--- src/rtl/xfr_pkg.sv ---
package xfr_pkg;

    // Default geometry of one input port
    localparam int FLIT_W_DEF    = 64;
    localparam int BUF_DEPTH_DEF = 4;

    // What the entry at the head of the store allows this cycle
    typedef enum logic [1:0] {
        HK_EMPTY    = 2'd0,  // nothing stored
        HK_PLAIN    = 2'd1,  // plain word, release as is
        HK_WAIT_KEY = 2'd2,  // masked word, successor not yet stored
        HK_UNMASK   = 2'd3   // masked word, successor present
    } head_kind_e;

    function automatic head_kind_e classify_head(
        input logic have_head,
        input logic have_next,
        input logic head_coded
    );
        if (!have_head)      return HK_EMPTY;
        else if (!head_coded) return HK_PLAIN;
        else if (!have_next)  return HK_WAIT_KEY;
        else                  return HK_UNMASK;
    endfunction

    function automatic logic kind_releasable(input head_kind_e k);
        return (k == HK_PLAIN) || (k == HK_UNMASK);
    endfunction

endpackage

--- src/rtl/xfr_flit_store.sv ---
module xfr_flit_store #(
    parameter int DATA_W = xfr_pkg::FLIT_W_DEF,
    parameter int DEPTH  = xfr_pkg::BUF_DEPTH_DEF,
    localparam int PTR_W = $clog2(DEPTH),
    localparam int CNT_W = $clog2(DEPTH + 1)
) (
    input  logic              clk,
    input  logic              rst,
    input  logic              wr_en,
    input  logic [DATA_W-1:0] wr_data,
    input  logic              wr_coded,
    input  logic              rd_pop,
    output logic [DATA_W-1:0] head_data,
    output logic              head_coded,
    output logic [DATA_W-1:0] next_data,
    output logic [CNT_W-1:0]  occupancy,
    output logic              full
);

    // DEPTH must be a power of two and at least 2: pointers wrap naturally.
    typedef struct packed {
        logic [DATA_W-1:0] word;
        logic              coded;
    } slot_t;

    slot_t              slots_q [DEPTH];
    logic [PTR_W-1:0]   wr_ptr_q;
    logic [PTR_W-1:0]   rd_ptr_q;
    logic [PTR_W-1:0]   nx_ptr;
    logic [CNT_W-1:0]   count_q;
    logic [DEPTH-1:0]   slot_we;

    // Per-slot write strobes
    for (genvar i = 0; i < DEPTH; i++) begin : g_slot_we
        assign slot_we[i] = wr_en && (wr_ptr_q == PTR_W'(i));
    end

    always_ff @(posedge clk) begin
        if (rst) begin
            for (int i = 0; i < DEPTH; i++) begin
                slots_q[i] <= '0;
            end
        end else begin
            for (int i = 0; i < DEPTH; i++) begin
                if (slot_we[i]) begin
                    slots_q[i] <= '{word: wr_data, coded: wr_coded};
                end
            end
        end
    end

    always_ff @(posedge clk) begin
        if (rst) begin
            wr_ptr_q <= '0;
            rd_ptr_q <= '0;
            count_q  <= '0;
        end else begin
            if (wr_en)  wr_ptr_q <= wr_ptr_q + PTR_W'(1);
            if (rd_pop) rd_ptr_q <= rd_ptr_q + PTR_W'(1);
            case ({wr_en, rd_pop})
                2'b10:   count_q <= count_q + CNT_W'(1);
                2'b01:   count_q <= count_q - CNT_W'(1);
                default: count_q <= count_q;
            endcase
        end
    end

    assign nx_ptr     = rd_ptr_q + PTR_W'(1);
    assign head_data  = slots_q[rd_ptr_q].word;
    assign head_coded = slots_q[rd_ptr_q].coded;
    assign next_data  = slots_q[nx_ptr].word;
    assign occupancy  = count_q;
    assign full       = (count_q == CNT_W'(DEPTH));


    no_overflow_chk: assert property (@(posedge clk) disable iff (rst)
        full |-> !wr_en);


    no_underflow_chk: assert property (@(posedge clk) disable iff (rst)
        (count_q == '0) |-> !rd_pop);

endmodule

--- src/rtl/xfr_unmask.sv ---
module xfr_unmask #(
    parameter int DATA_W = xfr_pkg::FLIT_W_DEF,
    parameter int DEPTH  = xfr_pkg::BUF_DEPTH_DEF,
    localparam int CNT_W = $clog2(DEPTH + 1)
) (
    input  logic              clk,
    input  logic              rst,
    input  logic [CNT_W-1:0]  occupancy,
    input  logic [DATA_W-1:0] head_data,
    input  logic              head_coded,
    input  logic [DATA_W-1:0] next_data,
    output logic              out_valid,
    output logic [DATA_W-1:0] out_data
);
    import xfr_pkg::*;

    head_kind_e kind;
    logic       have_head;
    logic       have_next;

    // Two adjacent entries are enough whatever the collision width upstream
    assign have_head = (occupancy != '0);
    assign have_next = (occupancy > CNT_W'(1));
    assign kind      = classify_head(have_head, have_next, head_coded);
    assign out_valid = kind_releasable(kind);
    assign out_data  = (kind == HK_UNMASK) ? (head_data ^ next_data) : head_data;


    wait_for_key_chk: assert property (@(posedge clk) disable iff (rst)
        (head_coded && occupancy == CNT_W'(1)) |-> !out_valid);


    empty_silent_chk: assert property (@(posedge clk) disable iff (rst)
        (occupancy == '0) |-> !out_valid);


    plain_pass_chk: assert property (@(posedge clk) disable iff (rst)
        (out_valid && !head_coded) |-> (out_data == head_data));

endmodule

--- src/rtl/xfr_credit_ctr.sv ---
module xfr_credit_ctr #(
    parameter int DEPTH  = xfr_pkg::BUF_DEPTH_DEF,
    localparam int CNT_W = $clog2(DEPTH + 1)
) (
    input  logic             clk,
    input  logic             rst,
    input  logic             take,
    input  logic             give,
    output logic [CNT_W-1:0] credits
);

    logic [CNT_W-1:0] credits_q;

    always_ff @(posedge clk) begin
        if (rst) begin
            credits_q <= CNT_W'(DEPTH);
        end else begin
            case ({take, give})
                2'b10:   credits_q <= credits_q - CNT_W'(1);
                2'b01:   credits_q <= credits_q + CNT_W'(1);
                default: credits_q <= credits_q;
            endcase
        end
    end

    assign credits = credits_q;


    credit_bound_chk: assert property (@(posedge clk) disable iff (rst)
        credits_q <= CNT_W'(DEPTH));


    credit_swap_chk: assert property (@(posedge clk) disable iff (rst)
        (take && give) |=> $stable(credits_q));

endmodule

--- src/rtl/xor_flit_rx.sv ---
module xor_flit_rx #(
    parameter int DATA_W = xfr_pkg::FLIT_W_DEF,
    parameter int DEPTH  = xfr_pkg::BUF_DEPTH_DEF,
    localparam int CNT_W = $clog2(DEPTH + 1)
) (
    input  logic              clk,
    input  logic              rst,
    input  logic              link_valid,
    input  logic [DATA_W-1:0] link_data,
    input  logic              link_coded,
    output logic [CNT_W-1:0]  credits,
    output logic              flit_valid,
    output logic [DATA_W-1:0] flit_data,
    input  logic              flit_ready
);

    logic              accept;
    logic              release_now;
    logic              store_full;
    logic [CNT_W-1:0]  occupancy;
    logic [DATA_W-1:0] head_data;
    logic [DATA_W-1:0] next_data;
    logic              head_coded;

    assign accept      = link_valid && !store_full;
    assign release_now = flit_valid && flit_ready;

    xfr_flit_store #(.DATA_W(DATA_W), .DEPTH(DEPTH)) u_store (
        .clk        (clk),
        .rst        (rst),
        .wr_en      (accept),
        .wr_data    (link_data),
        .wr_coded   (link_coded),
        .rd_pop     (release_now),
        .head_data  (head_data),
        .head_coded (head_coded),
        .next_data  (next_data),
        .occupancy  (occupancy),
        .full       (store_full)
    );

    xfr_unmask #(.DATA_W(DATA_W), .DEPTH(DEPTH)) u_unmask (
        .clk        (clk),
        .rst        (rst),
        .occupancy  (occupancy),
        .head_data  (head_data),
        .head_coded (head_coded),
        .next_data  (next_data),
        .out_valid  (flit_valid),
        .out_data   (flit_data)
    );

    xfr_credit_ctr #(.DEPTH(DEPTH)) u_credit (
        .clk     (clk),
        .rst     (rst),
        .take    (accept),
        .give    (release_now),
        .credits (credits)
    );


    credit_occ_sum_chk: assert property (@(posedge clk) disable iff (rst)
        ({1'b0, credits} + {1'b0, occupancy}) == (CNT_W + 1)'(DEPTH));


    stall_hold_chk: assert property (@(posedge clk) disable iff (rst)
        (flit_valid && !flit_ready) |=> (flit_valid && $stable(flit_data)));


    drop_when_full_chk: assert property (@(posedge clk) disable iff (rst)
        (link_valid && credits == '0 && !release_now) |=> $stable(credits));

endmodule

--- config.mk ---
export PLATFORM = sky130hd
export DESIGN_NAME = xor_flit_rx
export DESIGN_NICKNAME = d
export VERILOG_FILES = /design/src/rtl/xfr_pkg.sv /design/src/rtl/xfr_flit_store.sv /design/src/rtl/xfr_unmask.sv /design/src/rtl/xfr_credit_ctr.sv /design/src/rtl/xor_flit_rx.sv
export SDC_FILE = /design/constraint.sdc
export NUM_CORES = 1
export LEC_CHECK = 0
export BUFFER_PORTS_ARGS = -buffer_cell sky130_fd_sc_hd__buf_2
export CELL_PAD_IN_SITES_DETAIL_PLACEMENT = 0
export CELL_PAD_IN_SITES_GLOBAL_PLACEMENT = 1
export CORE_ASPECT_RATIO = 1.4
export CORE_MARGIN = 3
export CORE_UTILIZATION = 30
export DETAILED_ROUTE_END_ITERATION = 16
export GPL_TIMING_DRIVEN = 1
export HOLD_SLACK_MARGIN = 0.12
export PLACE_DENSITY = 0.51
export SYNTH_ARGS = -nofsm -noshare
export SYNTH_HDL_FRONTEND = slang
export SYNTH_SLANG_ARGS = --single-unit
--- constraint.sdc ---
create_clock -name clk -period 3.2 [get_ports clk]
set_input_delay 0.32 -clock clk [delete_from_list [all_inputs] [get_ports clk]]
set_output_delay 0.32 -clock clk [all_outputs]
set_load 0.05 [all_outputs]
==> run metrics, run 1 <==
Via density=5.15; Worst Max-Slew Pin Slew=0.901 ns; CP top delay family=buffers and inverters; gpl congestion=0.730; drc violations=0; post-synth net total=1030; minimum clock period=3.08 ns; warnings from Yosys=0; routed vias=9059; sequential fraction of the synthesis area=56.1%; critical path endpoint=flit_data[3]; Max Clock Skew=0.0135 ns; Max Fanout on Critical Path=65; clk_lat worst skew=0.56 ns; GRT overflow=0; CP required=2.88 ns; Hold Crit Class=input pin to register; WL per Instance=23.9 µm; initial antenna violation count=2; flops & latches, synth=272; CP Capture Type=output pin; Post-Syn Instances=951; Starting Density=30.4%; largest area contributor in the netlist=edfxtp_1; Slew Limit Fails=0; Antenna Nets Post-Route=0; syn_area_per_cell=15.1 µm²; initial DRC count=525; Area growth, synth to finish=21.8%; worst hold slack=0.160 ns; Die Footprint=50600 µm²; Nets=1192; Fill cells=4479; final hold viol count=0; footprint of the multi-input gates=5920 µm²; IO buf count=136; ranking of synthesized cells by area=edfxtp_1 (54%), mux4_2 (20%), and3_1 (11%); max_slew headroom=40.0%; worst vdd ir=0.577 mV; crit path cell chain=mux4_4 > clkbuf_8 > nand3_1 > xnor2_1 > buf_2; Power per Cell Area=782 nW/µm²; Crit path arrival time=2.76 ns; outcome=complete, no violations; core area=47200 µm²; r2r endpoint=u_credit.credits[2]; WL final=42000 µm; unrepaired setup endpoints after global routing=false; max incr delay on CP=0.65 ns; layout cells sized above 1=31.2%; number of distinct library cells after synthesis=33; Register Area=8060 µm²; slowest library cell on the worst path=mux4_4; H-tree depth=1; fmax=324 MHz; critical path class=register to output pin; Ports=137; Setup TNS=0 ns; All-Layer GR Usage=16.6%; Cell Area, Synth=14400 µm²; chip width=191 µm; commonest cells after routing, fill and taps aside=and3_1 (260), edfxtp_1 (260), buf_2 (136), mux4_2 (128); Synth top area share=54.4%; Rows=94; CTS buffer count=30; drt pass-1 iters=4; CTS tree=built; maximum number of pins on one net before global-route repair=133; Max Root-Sink Buffers=3; reg2reg path depth=8; die height=265 µm; Clock Sinks=272; Crit path depth=5; Max-Cap Viols=0; number of global-route vias before repair=9922; # setup viols final=0; fin crit share=96.4%; first-pass GRT wire length=63200 µm; R2R setup slack=0.31 ns; leak pwr=7.00 nW; DP Wirelength=22800 µm; root buf cell=clkbuf_16; CP startpoint kind=register; worst path bufs/invs=2; clock slew at reported path FFs=0.06 ns
routing by layer:
metal / GRT usage, % / vias up / share of wire [%]
met4: 4.62 / 0 / 2.5
met2: 31.0 / 200 / 54
met5: 0 / - / 0
met3: 1.91 / 59 / 3.7
li1: - / 4111 / -
met1: 20.2 / 4689 / 40
worst register-to-register path: stages, from the launching register on:
cell      delay [ns]
dfxtp_4         0.36
mux4_4          0.65
a311oi_2        0.35
ha_1            0.23
inv_1           0.06
fa_1            0.37
xor2_1          0.18
o21ai_0         0.14
or3b_2          0.45
sequential cells by signal (all words and copies together), names as in the netlist, named ones only:
register,flops
u_credit.credits,3
u_store.slots_q,260
u_store.occupancy,3
u_store.wr_ptr_q,2
u_store.rd_ptr_q,2
Yosys cell counts, drive strengths merged:
| library cell | count |
|---|---|
| a311oi | 1 |
| or3 | 1 |
| dfxtp | 12 |
| inv | 8 |
| clkbuf | 52 |
| mux2i | 2 |
| o21ai | 3 |
| xor2 | 4 |
| and2 | 1 |
| and3 | 260 |
| nor2b | 2 |
| or2 | 1 |
| xnor2 | 65 |
| nand3 | 64 |
| buf | 49 |
| fa | 1 |
| mux4 | 129 |
| o21bai | 1 |
| a211oi | 1 |
| nor3 | 1 |
| nor2 | 8 |
| or3b | 1 |
| edfxtp | 260 |
| a21o | 4 |
| ha | 9 |
| mux2 | 1 |
| nand2 | 5 |
| a21oi | 4 |
| o211ai | 1 |
cell families (layout without fill, tap and decap cells):
| group | count (synthesis) | after routing | synth area share, % |
|---|---|---|---|
| flops | 272 | 272 | 56.1 |
| buf+inv | 109 | 292 | 3.38 |
| simple gates | 344 | 344 | 14.2 |
| mux | 132 | 132 | 20.5 |
| fa+ha+maj | 10 | 10 | 0.924 |
| xor+xnor | 69 | 69 | 4.21 |
| compound gates | 15 | 15 | 0.741 |
| other cells | 0 | 2 | 0 |
metrics by stage:
step           instance area [µm²]  total power [mW]  setup slack [ns]  instances  util [%]
3_5_place_dp                 15900              10.4             0.304       1640      33.6
2_1_floorplan                14400              8.71             0.386        951         -
6_report                     17500              13.7             0.116       1760      37.1
3_3_place_gp                 15900              10.4             0.319       1640      33.6
4_1_cts                      17500              13.9            0.0227       1757      37.0
5_1_grt                      17500              14.3           0.00277       1758      37.1
layout make-up:
cell class | count | area share, %
sequential | 272 | 46.1
tap | 624 | 4.46
inverter | 8 | 0.172
clock buffer | 36 | 4.54
timing repair buffer | 231 | 10.0
multi-input combinational | 570 | 33.8
antenna | 2 | 0.0286
clock inverter | 17 | 0.866
where the power goes:
| group | total (mW) | leakage [nW] | switching [mW] | internal [mW] |
|---|---|---|---|---|
| registers | 4.53 | 2.83 | 0.249 | 4.28 |
| clock network | 3.39 | 0.460 | 1.40 | 1.99 |
| logic | 5.75 | 3.71 | 3.71 | 2.05 |
| total | 13.7 | 7.00 | 5.36 | 8.31 |
how the worst min path moves through the flow:
stage / from / cells past startpoint / slack (ns) / end
final: rst / 2 / 0.16 / u_credit.credits[0]
after global routing: link_data[8] / 2 / 0.14 / u_store.slots_q[0][9]
after CTS: link_data[8] / 2 / 0.13 / u_store.slots_q[0][9]
after detailed placement: u_store.occupancy[1] / 2 / 0.56 / u_store.occupancy[1]
after global placement: u_store.occupancy[2] / 2 / 0.55 / u_store.occupancy[2]
after floorplan: u_store.wr_ptr_q[0] / 2 / 0.47 / u_store.wr_ptr_q[0]
repair_timing:
item	in CTS	in global routing
setup buffers	0	1
gates resized for setup	1	2
hold buffers	64	0
gates cloned	0	0
hold endpoints to repair	251	0
endpoints found under the setup margin	61	7
Note: power is estimated with default switching activity, not from simulation.
==> inputs of run 2 (changes only) <==
- clock period: 3.2 -> 3.37 ns (I/O delays scaled with it)
==> run 2 against run 1 <==
Net effect:
- sequential power fell by 4.4%
- routed wire length fell by 0.34%
- hold slack worse by 0.0089 ns
==> run metrics, run 2 (same netlist as run 1, synthesis figures left out) <==
Slew Limit Fails=0; chip width=191 µm; Max Root-Sink Buffers=3; switching power=5.08 mW; CP top delay family=buffers and inverters; Starting Density=30.4%; worst path bufs/invs=3; Ports=137; H-tree depth=1; commonest cells after routing, fill and taps aside=and3_1 (260), edfxtp_1 (260), buf_2 (136), mux4_2 (128), xnor2_1 (65); # setup viols final=0; internal power=7.77 mW; gpl congestion=0.683; CP Capture Type=output pin; max_slew headroom=39.0%; Hold Crit Class=input pin to register; worst vdd ir=0.474 mV; GRT overflow=0; Clock Sinks=272; crit path cell chain=inv_1 > ha_1 > o21bai_1 > o21ai_4 > buf_4 > nand3_1 > xnor2_1 > buf_2; IO buf count=136; Worst Max-Slew Pin Slew=0.914 ns; clock slew at reported path FFs=0.06 ns; CP required=3.03 ns; drt pass-1 iters=4; Area growth, synth to finish=20.7%; Critical Path Source=u_store.occupancy[1]; WL per Instance=23.9 µm; Top reg by flops=u_store.slots_q; number of post-CTS setup repair buffers=0; Via density=5.14; layout cells sized above 1=31.3%; startpoint of the worst hold path=link_data[14]; number of global-route vias before repair=9844; All-Layer GR Usage=16.6%; fin crit share=94.4%; Flop pwr share=33.7%; clk_lat worst skew=0.56 ns; CP startpoint kind=register; Nets=1182; final hold viol count=0; Power per Cell Area=741 nW/µm²; Crit path arrival time=2.85 ns; switching part of the total=39.5%; Max Fanout on Critical Path=25; Clock power frac=24.7%; first-pass GRT wire length=63000 µm; Setup TNS=0 ns; leak pwr=6.92 nW; Antenna Nets Post-Route=0; Max-Cap Viols=0; CTS buffer count=30; Max Clock Skew=0.00761 ns; WL final=41900 µm; die height=265 µm; max incr delay on CP=0.40 ns; routed vias=8995; CTS tree=built; Rows=94; DP Wirelength=22400 µm; slowest library cell on the worst path=buf_4; unrepaired setup endpoints after global routing=false; Die Footprint=50600 µm²; critical path class=register to output pin; R2R setup slack=0.35 ns; initial antenna violation count=3; minimum clock period=3.18 ns; Comb pwr share=41.6%; root buf cell=clkbuf_16; max reg flops=260; outcome=complete, no violations; initial DRC count=426; fmax=314 MHz; maximum number of pins on one net before global-route repair=157; core area=47200 µm²; drc violations=0; post-layout util=36.7%
## run 2: cell types whose count changed in the layout (fill, tap and decap cells not counted), sizes merged
cell	delta
bufinv	-1
clkinv	-2
buf	-3
clkbuf	+1
dlygate4sd3	-6
diode	+1
## run 2: worst reg2reg max path, delay by kind of cell, from the launching register on
kind / cells / cell delay [ns]
AOI/OAI and AO/OA: 2 / 0.46
adders and majority gates: 2 / 0.72
DFF: 1 / 0.36
muxes: 1 / 0.65
and+or+nand+nor: 1 / 0.44
xor gates and xnor gates: 1 / 0.18
buffers and inverters: 1 / 0.09
## run 2: metrics by stage
step	area [µm²]	total power [mW]	instances	worst slack (ns)	hold slack, ns
final	17300	12.8	1750	0.188	0.151
after global routing	17300	13.5	1747	0.0512	0.132
after CTS	17300	13.1	1747	0.136	0.120
after detailed placement	15800	9.82	1637	0.343	0.553
after global placement	15800	9.82	1637	0.336	0.545
after floorplan	14400	8.27	951	0.556	0.466
## run 2: routing by layer
layer  share of wire (%)  up-vias  GRT usage [%]
met2                  54      173           31.3
met3                 3.7       45           2.21
met1                  41     4680           20.2
met4                 1.5        0           3.33
li1                    -     4097              -
met5                   0        -              0
## run 2: timing repair
item	4_1_cts	5_1_grt
gates resized for setup	1	0
endpoints found under the hold margin	221	0
hold buffers	58	0
setup endpoints to repair	23	0
## run 2: worst paths after layout
kind | depth (start not counted) | endpoint
worst max-delay path | 8 | flit_data[52]
worst min-delay path | 2 | u_store.slots_q[2][15]
worst max register to register | 8 | u_credit.credits[2]
worst min register to register | 2 | u_store.wr_ptr_q[1]
## run 2: power by group through the flow
stage	sequential (mW)	clock (mW)	combinational [mW]
floorplan	4.30	0	3.97
global placement	4.39	0	5.42
detailed placement	4.41	0	5.41
CTS	4.34	3.25	5.48
global route	4.38	3.38	5.70
finish	4.33	3.17	5.34
## run 2: final cells by class
type | count | area [µm²]
fillers | 4486 | 29800
flip-flops and latches | 272 | 8060
multi-input cells | 570 | 5910
repair buffers | 221 | 1620
clock buffers | 38 | 802
well taps | 624 | 781
clock inverters | 14 | 121
inverters | 8 | 30.0
diodes | 3 | 7.51
==> inputs of run 3 (changes only) <==
- PLACE_DENSITY: 0.51 -> 0.59
- REMOVE_ABC_BUFFERS: not set -> 1
==> run 3 against run 2 <==
Net effect:
- routed wire length decreased by 5.1%
- count of clock-buffer cells in the layout decreased by 1
- utilization decreased by 0.51 points
- largest cell class unchanged
- highest routed layer unchanged
- total power decreased by 2.8%
- combinational power decreased by 1%
- non-clock buffer count decreased by 11
- global-route usage decreased by 0.89 points
- via count decreased by 1.7%
==> run metrics, run 3 (same netlist as run 1, synthesis figures left out) <==
outcome=complete, no violations; die height=265 µm; WL final=39700 µm; commonest cells after routing, fill and taps aside=and3_1 (260), edfxtp_1 (260), buf_2 (136), mux4_2 (128), xnor2_1 (65); chip width=191 µm; Rows=94; Max Clock Skew=0.00826 ns; Top reg by flops=u_store.slots_q; Post-Place Cells=1634; drt pass-1 iters=4; post-route insts no fill=1736; post-layout util=36.2%; routed vias=8841; Die Footprint=50600 µm²; Max-Cap Viols=0; layout cells sized above 1=30.9%; # setup viols final=0; Power per Cell Area=730 nW/µm²; critical path class=register to output pin; H-tree depth=1; WL per Instance=22.9 µm; gpl congestion=0.718; clock slew at reported path FFs=0.06 ns; total power=12.5 mW; All-Layer GR Usage=15.7%; Ports=137; CP startpoint kind=register; fin crit share=94.0%; Starting Density=30.4%; unrepaired setup endpoints after global routing=false; CTS tree=built; drc violations=0; minimum clock period=3.17 ns; initial DRC count=519; Via density=5.09; final hold viol count=0; root buf cell=clkbuf_16; Max Fanout on Critical Path=64; DP Area=15700 µm²; CP required=3.03 ns; GRT overflow=0; number of global-route vias before repair=9670; Fill cells=4517; Slew Limit Fails=0; initial antenna violation count=4; core area=47200 µm²; CTS buffer count=29; maximum number of pins on one net before global-route repair=157; max_slew headroom=39.9%; CP Capture Type=output pin; first-pass GRT wire length=60200 µm; Max Root-Sink Buffers=3; clk_lat worst skew=0.54 ns; worst vdd ir=0.483 mV; DP Wirelength=21200 µm; worst hold slack=0.147 ns; Antenna Nets Post-Route=0; max reg flops=260; Crit path arrival time=2.83 ns; Nets=1170; Area growth, synth to finish=19.0%; Worst Max-Slew Pin Slew=0.901 ns; fin area=17100 µm²; leak pwr=6.82 nW; Clock Sinks=272; Hold Crit Class=input pin to register; fmax=316 MHz; IO buf count=136
[run 3: cell count changes in the layout (fill, tap and decap cells not counted), sizes merged]
cell and delta:
clkbuf -1, clkinv -1, buf -3, clkinvlp -1, dlygate4sd3 -8, bufinv -1
diode +1
[run 3: path summary, 6_finish.rpt]
| kind | from | endpoint | slack, ns | depth (start not counted) |
|---|---|---|---|---|
| setup reg to reg | register | u_credit.credits[2] | 0.33 | 8 |
| hold reg to reg | u_store.wr_ptr_q[0] | u_store.wr_ptr_q[0] | 0.51 | 2 |
| hold / removal | link_data[18] | u_store.slots_q[1][19] | 0.15 | 2 |
| setup / recovery | u_store.occupancy[1] | flit_data[51] | 0.20 | 8 |
[run 3: final cells by class]
type / count / area (µm²) / area share (%)
Timing Repair Buffer: 210 / 1490 / 8.74
Clock inverter: 11 / 77.6 / 0.454
Inverter: 8 / 30.0 / 0.176
Tap cell: 624 / 781 / 4.57
Multi-Input combinational cell: 570 / 5880 / 34.4
Clock buffer: 37 / 756 / 4.42
Sequential cell: 272 / 8060 / 47.2
Antenna cell: 4 / 10.0 / 0.0586
[run 3: critical path, stage by stage, from the launching register on]
cell and delay, ns:
dfxtp_1 0.35, inv_1 0.09, ha_1 0.18, o21bai_1 0.23, o21ai_4 0.19, buf_12 0.37
nand3_1 0.15, xnor2_1 0.37, buf_2 0.34
[run 3: through the flow]
step                setup slack, ns  setup TNS, ns
floorplan                     -2.41        -504.92
CTS                          0.0958              0
global placement              0.344              0
global route                0.00381              0
detailed placement            0.343              0
finish                        0.203              0
[run 3: repair_timing]
action                                  in CTS  in global routing
setup buffers                                0                  0
hold endpoints to repair                   166                  0
resized for setup                            2                  0
hold buffers                                50                  0
endpoints found under the setup margin      11                  0
[run 3: routing by layer]
metal | up-vias | part of all wire [%] | GRT usage [%]
met5 | - | 0 | 0
met4 | 0 | 2.0 | 3.89
met3 | 48 | 3.7 | 2.09
met2 | 161 | 55 | 30.0
met1 | 4570 | 39 | 18.4
li1 | 4062 | - | -
[run 3: power by group]
group          internal (mW)  switching (mW)
clock network           1.64            1.27
logic                   1.86            3.42
registers               4.06           0.232
total                   7.56            4.92
